<file path="config.mk">
export PLATFORM = sky130hd
export DESIGN_NAME = sram_strobe_ctrl
export DESIGN_NICKNAME = d
export VERILOG_FILES = /design/src/rtl/sram_ctrl_pkg.sv /design/src/rtl/sram_phase_timer.sv /design/src/rtl/sram_seq_fsm.sv /design/src/rtl/sram_pin_driver.sv /design/src/rtl/sram_strobe_ctrl.sv
export SDC_FILE = /design/constraint.sdc
export NUM_CORES = 1
export LEC_CHECK = 0
export BUFFER_PORTS_ARGS = -buffer_cell sky130_fd_sc_hd__buf_2
export CAP_MARGIN = 10
export CORE_UTILIZATION = 40
export CTS_CLUSTER_DIAMETER = 80
export DETAILED_ROUTE_END_ITERATION = 10
export GPL_ROUTABILITY_DRIVEN = 1
export GPL_TIMING_DRIVEN = 0
export PLACE_DENSITY = 0.73
export RECOVER_POWER = 25
export SYNTH_ARGS = -nofsm -noshare
export SYNTH_HDL_FRONTEND = slang
export SYNTH_SLANG_ARGS = --single-unit
</file>
<file path="constraint.sdc">
create_clock -name clk -period 2.9 [get_ports clk]
set_input_delay 0.29 -clock clk [delete_from_list [all_inputs] [get_ports clk]]
set_output_delay 0.29 -clock clk [all_outputs]
set_load 0.03 [all_outputs]
</file>
<file path="src/rtl/sram_ctrl_pkg.sv">
// Shared types for the asynchronous SRAM strobe controller.
// Assumes nothing beyond IEEE 1800-2017 synthesizable subset.
package sram_ctrl_pkg;

    // Access phases; each lasts a parameterised number of clock cycles.
    typedef enum logic [2:0] {
        PH_STANDBY = 3'd0,
        PH_WAKE    = 3'd1,
        PH_IDLE    = 3'd2,
        PH_SETUP   = 3'd3,
        PH_WRITE   = 3'd4,
        PH_READ    = 3'd5,
        PH_GAP     = 3'd6
    } phase_e;

    // Larger of two cycle counts, used to size the phase counter.
    function automatic int max_cycles(input int a, input int b);
        return (a > b) ? a : b;
    endfunction

endpackage

</file>
<file path="src/rtl/sram_phase_timer.sv">
// Phase cycle counter: restarts at zero when a new phase begins and
// saturates at all ones. Exposes both the registered count and the
// count the next cycle will hold, so pin registers can align to it.
module sram_phase_timer #(
    parameter int CW = 8
) (
    input  logic          clk,
    input  logic          rst_n,
    input  logic          restart,
    output logic [CW-1:0] cnt_q,
    output logic [CW-1:0] cnt_d
);

    // Next count: zero on phase change, else increment with saturation.
    always_comb begin
        if (restart)
            cnt_d = '0;
        else if (&cnt_q)
            cnt_d = cnt_q;
        else
            cnt_d = cnt_q + 1'b1;
    end

    // Count register.
    always_ff @(posedge clk) begin
        if (!rst_n)
            cnt_q <= '0;
        else
            cnt_q <= cnt_d;
    end

endmodule

</file>
<file path="src/rtl/sram_seq_fsm.sv">
// Access sequencer: walks standby, wake, idle, setup, strobe and gap
// phases, each for its parameterised number of cycles. Assumes every
// cycle count is at least 1 and fits in CW bits.
module sram_seq_fsm
    import sram_ctrl_pkg::*;
#(
    parameter int CW        = 8,
    parameter int SETUP_CYC = 2,
    parameter int WE_CYC    = 12,
    parameter int RD_CYC    = 12,
    parameter int GAP_CYC   = 1,
    parameter int RECOV_CYC = 14,
    parameter int IDLE_CYC  = 1024
) (
    input  logic          clk,
    input  logic          rst_n,
    input  logic          req_valid,
    input  logic          op_write,
    input  logic [CW-1:0] cnt_q,
    output phase_e        ph_q,
    output phase_e        ph_d,
    output logic          accept,
    output logic          capture,
    output logic          restart
);

    logic [CW-1:0] len_m1;
    logic          last;

    // Final count value of the current phase.
    always_comb begin
        case (ph_q)
            PH_WAKE:  len_m1 = CW'(RECOV_CYC - 1);
            PH_IDLE:  len_m1 = CW'(IDLE_CYC - 1);
            PH_SETUP: len_m1 = CW'(SETUP_CYC - 1);
            PH_WRITE: len_m1 = CW'(WE_CYC - 1);
            PH_READ:  len_m1 = CW'(RD_CYC - 1);
            PH_GAP:   len_m1 = CW'(GAP_CYC - 1);
            default:  len_m1 = '0;
        endcase
    end

    assign last    = (cnt_q == len_m1);
    assign accept  = req_valid && ((ph_q == PH_STANDBY) || (ph_q == PH_IDLE));
    assign capture = (ph_q == PH_READ) && last;
    assign restart = (ph_d != ph_q);

    // Next phase selection.
    always_comb begin
        ph_d = ph_q;
        case (ph_q)
            PH_STANDBY: if (accept) ph_d = PH_WAKE;
            PH_WAKE:    if (last)   ph_d = PH_SETUP;
            PH_IDLE: begin
                if (accept)    ph_d = PH_SETUP;
                else if (last) ph_d = PH_STANDBY;
            end
            PH_SETUP:   if (last)   ph_d = op_write ? PH_WRITE : PH_READ;
            PH_WRITE:   if (last)   ph_d = PH_GAP;
            PH_READ:    if (last)   ph_d = PH_GAP;
            PH_GAP:     if (last)   ph_d = PH_IDLE;
            default:    ph_d = PH_STANDBY;
        endcase
    end

    // Phase register; reset leaves the memory deselected.
    always_ff @(posedge clk) begin
        if (!rst_n)
            ph_q <= PH_STANDBY;
        else
            ph_q <= ph_d;
    end

endmodule

</file>
<file path="src/rtl/sram_pin_driver.sv">
// Memory control pin registers. Decodes the next phase and next count
// so every strobe leaves a flop aligned with the phase register and
// carries no decode glitches. Write drivers switch on TURN_CYC cycles
// into the write pulse; assumes 1 <= TURN_CYC < WE_CYC.
module sram_pin_driver
    import sram_ctrl_pkg::*;
#(
    parameter int CW       = 8,
    parameter int TURN_CYC = 5
) (
    input  logic          clk,
    input  logic          rst_n,
    input  phase_e        ph_d,
    input  logic [CW-1:0] cnt_d,
    output logic          mem_cs_n,
    output logic          mem_cs,
    output logic          mem_oe_n,
    output logic          mem_we_n,
    output logic          mem_dq_oe
);

    logic sel_d, oe_d, we_d, drv_d;

    // Pin levels implied by the coming phase.
    always_comb begin
        sel_d = (ph_d != PH_STANDBY);
        oe_d  = (ph_d == PH_READ);
        we_d  = (ph_d == PH_WRITE);
        drv_d = we_d && (cnt_d >= CW'(TURN_CYC));
    end

    // Registered pins; reset deselects and releases everything.
    always_ff @(posedge clk) begin
        if (!rst_n) begin
            mem_cs_n  <= 1'b1;
            mem_cs    <= 1'b0;
            mem_oe_n  <= 1'b1;
            mem_we_n  <= 1'b1;
            mem_dq_oe <= 1'b0;
        end else begin
            mem_cs_n  <= !sel_d;
            mem_cs    <= sel_d;
            mem_oe_n  <= !oe_d;
            mem_we_n  <= !we_d;
            mem_dq_oe <= drv_d;
        end
    end

endmodule

</file>
<file path="src/rtl/sram_strobe_ctrl.sv">
// Top of the asynchronous SRAM strobe controller. Latches one host
// request at a time, sequences the memory strobes through the phase
// FSM and returns read data with a one-cycle valid pulse. Assumes the
// host holds req_* stable while req_valid is high and not yet accepted.
module sram_strobe_ctrl
    import sram_ctrl_pkg::*;
#(
    parameter int ADDR_W    = 17,
    parameter int DATA_W    = 8,
    parameter int SETUP_CYC = 2,
    parameter int WE_CYC    = 12,
    parameter int TURN_CYC  = 5,
    parameter int RD_CYC    = 12,
    parameter int GAP_CYC   = 1,
    parameter int RECOV_CYC = 14,
    parameter int IDLE_CYC  = 1024
) (
    input  logic              clk,
    input  logic              rst_n,
    input  logic              req_valid,
    output logic              req_ready,
    input  logic [ADDR_W-1:0] req_addr,
    input  logic [DATA_W-1:0] req_wdata,
    input  logic              req_write,
    output logic              rd_valid,
    output logic [DATA_W-1:0] rd_data,
    output logic [ADDR_W-1:0] mem_addr,
    output logic              mem_cs_n,
    output logic              mem_cs,
    output logic              mem_oe_n,
    output logic              mem_we_n,
    output logic [DATA_W-1:0] mem_dq_out,
    output logic              mem_dq_oe,
    input  logic [DATA_W-1:0] mem_dq_in
);

    localparam int MAXL = max_cycles(max_cycles(max_cycles(SETUP_CYC, WE_CYC),
                                                max_cycles(RD_CYC, GAP_CYC)),
                                     max_cycles(RECOV_CYC, IDLE_CYC));
    localparam int CW   = $clog2(MAXL + 1);

    phase_e            ph_q, ph_d;
    logic              accept, capture, restart;
    logic [CW-1:0]     cnt_q, cnt_d;
    logic [ADDR_W-1:0] op_addr;
    logic [DATA_W-1:0] op_wdata;
    logic              op_write;

    assign req_ready  = (ph_q == PH_STANDBY) || (ph_q == PH_IDLE);
    assign mem_addr   = op_addr;
    assign mem_dq_out = op_wdata;

    // Request latch: address, data and direction held for the access.
    always_ff @(posedge clk) begin
        if (!rst_n) begin
            op_addr  <= '0;
            op_wdata <= '0;
            op_write <= 1'b0;
        end else if (accept) begin
            op_addr  <= req_addr;
            op_wdata <= req_wdata;
            op_write <= req_write;
        end
    end

    // Read return: sample the pins on the last output-enable cycle.
    always_ff @(posedge clk) begin
        if (!rst_n) begin
            rd_valid <= 1'b0;
            rd_data  <= '0;
        end else begin
            rd_valid <= capture;
            if (capture)
                rd_data <= mem_dq_in;
        end
    end

    sram_phase_timer #(.CW(CW)) u_timer (
        .clk     (clk),
        .rst_n   (rst_n),
        .restart (restart),
        .cnt_q   (cnt_q),
        .cnt_d   (cnt_d)
    );

    sram_seq_fsm #(
        .CW        (CW),
        .SETUP_CYC (SETUP_CYC),
        .WE_CYC    (WE_CYC),
        .RD_CYC    (RD_CYC),
        .GAP_CYC   (GAP_CYC),
        .RECOV_CYC (RECOV_CYC),
        .IDLE_CYC  (IDLE_CYC)
    ) u_fsm (
        .clk       (clk),
        .rst_n     (rst_n),
        .req_valid (req_valid),
        .op_write  (op_write),
        .cnt_q     (cnt_q),
        .ph_q      (ph_q),
        .ph_d      (ph_d),
        .accept    (accept),
        .capture   (capture),
        .restart   (restart)
    );

    sram_pin_driver #(.CW(CW), .TURN_CYC(TURN_CYC)) u_pins (
        .clk       (clk),
        .rst_n     (rst_n),
        .ph_d      (ph_d),
        .cnt_d     (cnt_d),
        .mem_cs_n  (mem_cs_n),
        .mem_cs    (mem_cs),
        .mem_oe_n  (mem_oe_n),
        .mem_we_n  (mem_we_n),
        .mem_dq_oe (mem_dq_oe)
    );

endmodule

</file>
==> flow_summary.ini <==
[drt]
post-route-drc-count = 0
drt_wl_total_mm = 5.737
drt_iter0_drc = 91
first_pass_iters = 4
antenna_left = 0
wl_per_cell_um = 12.26
vias = 2367
via_per_inst = 5.058

[clock_tree]
ctsResizeCount = 0
cts_tree = built
clk_pin_slew_ns = 0.10
clock_latency_ns = 0.31
root_buffer = clkbuf_8
htreeDepth = 2
clock-sinks = 54
cts.path.max_buffers = 2
post_cts_buffers = 0
numCtsBuffers = 5
hold_buffers = 0

[worst_hold_path]
hp-class = in2reg

[synthesis]
synth_async_sr_flop_share = 0
synth_edf_count = 0
post_synth_num_cell_types = 54
yosysSeqAreaShare = 0.4170
synth_warnings = 0
avgSynthCellArea_um2 = 8.363
synth_fp_nets = 348
syn_area_um2 = 2592
ys.flop_type = dfxtp_1
ys_ff_latch = 54
syn-instance-count = 310

[sta]
fin_crit_sh = 0.8534
rsz0062_at_grt = no
setup_viol = 0
max_freq_mhz = 404.1
worst_pin_slew_ns = 0.7176
slew_viol_final = 0
worst_slack_ns = 0.4251
finalWorstPathRequiredPeriod_ns = 2.475
fin_tns_setup_ns = 0
fin_skew_ns = 0.007777
slew-limit-headroom = 0.5156
finalHoldViolations = 0

[placed_design]
dp_slack_ns = 0.4596
port-buffer-count = 76
dp_hpwl_mm = 4.388
routabilityCongestion = 0.8412

[floorplanning]
start_util = 0.4253
die_area_um2 = 6807
ios = 77
rows = 28
fp.coreArea_um2 = 6096
die_w_um = 82.51
chipHeight_um = 82.51

[setup_path]
cp_max_fo = 7
critPathLaunchType = register
crit_type = reg2reg
cp.required_ns = 3.09
cp.arrival_ns = 2.67
end_kind = register

[layout]
drive_gt1_frac = 0.2366
synthToLayoutAreaGrowth_pct = 20.37
antenna_cells = 0
nets = 431

[global_route]
grt_pass1_wl_mm = 9.335
grtUsageTotal = 0.1758
grt_max_degree = 17
grt_pass1_vias = 2124
overflow = 0
antenna_found_initial = 0

[run]
maxCapViolCount = 0

[power_and_ir_drop]
peakVddDrop_uv = 381.2
power_density_nw_per_um2 = 797.4
p_leak_uw = 0.001320

[status]
status = finished clean
[synthesized netlist by cell type, drive strengths merged (2+ instances only)]
library cell / count / area, µm²
a21o: 3 / 25.03
or3: 2 / 17.52
o21ai: 5 / 28.78
dfxtp: 54 / 1081
nand2b: 6 / 37.54
or4: 3 / 30.03
a31oi: 4 / 25.02
nand2: 69 / 259.0
and3: 3 / 20.02
and2: 3 / 18.77
nor4: 4 / 40.04
nand3: 5 / 25.02
nand4: 2 / 12.51
xor2: 2 / 17.52
inv: 8 / 30.03
o21a: 4 / 30.03
nor2b: 4 / 25.02
buf: 6 / 63.81
a211o: 2 / 18.77
nor2: 32 / 142.6
clkbuf: 12 / 65.07
a21oi: 32 / 160.2
nor3: 9 / 55.05
xnor2: 6 / 52.55
mux2i: 12 / 120.1
[placed cells by master, fill, tap and decap left out, types with 5 or more instances in the layout]
cell and count:
dfxtp_1 54, a21oi_1 32, nor2_1 23, buf_2 53
clkbuf_1 33, nor2_2 9, mux2i_1 12, inv_1 8
xnor2_1 6, buf_6 5, nand2_1 69, clkbuf_8 7
nand2b_1 6, nand3_1 5, nor3_1 7
[area by class of cell]
class | count | area (µm²)
clock buffer | 5 | 68.82
multi-input combinational | 230 | 1353
clock inverter | 2 | 13.76
buffer | 18 | 128.9
sequential | 54 | 1081
fill | 606 | 2975
inverter | 8 | 30.03
tap | 75 | 93.84
timing repair buffer | 76 | 351.6
[registers in the layout, indices dropped and copies added (netlist names)]
signal / count
u_pins.mem_dq_oe: 1
mem_dq_out: 8
u_pins.mem_cs_n: 1
u_pins.mem_cs: 1
op_write: 1
mem_addr: 17
u_timer.cnt_q: 11
u_pins.mem_oe_n: 1
u_fsm.ph_q: 3
rd_valid: 1
rd_data: 8
u_pins.mem_we_n: 1
[final timing paths]
path / end / startpoint / slack, ns / cells after the start
max: u_pins.mem_dq_oe / u_timer.cnt_q[1] / 0.43 / 7
max reg2reg: u_pins.mem_dq_oe / u_timer.cnt_q[1] / 0.43 / 7
min: mem_addr[6] / req_addr[6] / 0.21 / 3
min reg2reg: mem_dq_out[5] / mem_dq_out[5] / 0.46 / 2
[critical path, stage by stage, from the launching register on]
cell	delay [ns]
dfxtp_1	0.49
ha_1	0.28
nand4_1	0.24
nor3_1	0.59
o32ai_1	0.16
o22ai_1	0.18
o41ai_1	0.11
a211oi_1	0.30
[power breakdown]
part	switching, µW	leakage, µW	internal, µW
logic	714	0.000835	437
clock network	247	0.0000444	168
registers	75.1	0.000441	847
total	1040	0.00132	1450
[logic make-up after synthesis]
group | share of synthesized area
adder cells (fa/ha/maj) | 0.004825
AND/OR/NAND/NOR | 0.2756
buffers and inverters | 0.06130
flip-flops | 0.4170
XOR/XNOR | 0.02703
AO/OA/AOI/OAI | 0.1636
multiplexers | 0.05068
[per-stage QoR]
step           utilization  total power, µW  instances  cell area [µm²]  hold WS (ns)
2_1_floorplan            -             1836        310             2592        0.4260
3_3_place_gp        0.5031             2079        461             3067        0.4388
3_5_place_dp        0.5031             2104        461             3067        0.4458
4_1_cts             0.5166             2519        468             3149        0.2017
5_1_grt             0.5119             2675        468             3120        0.2016
6_report            0.5119             2488        468             3120        0.2070
[routing by layer]
| metal | vias up | global-route usage | share of wire |
|---|---|---|---|
| met4 | 0 | 0.05172 | 0.013 |
| met3 | 7 | 0.05055 | 0.063 |
| met2 | 64 | 0.2843 | 0.46 |
| met1 | 1070 | 0.2269 | 0.47 |
| met5 | - | 0 | 0 |
| li1 | 1226 | - | - |
Power figures use the tool's default switching activity.
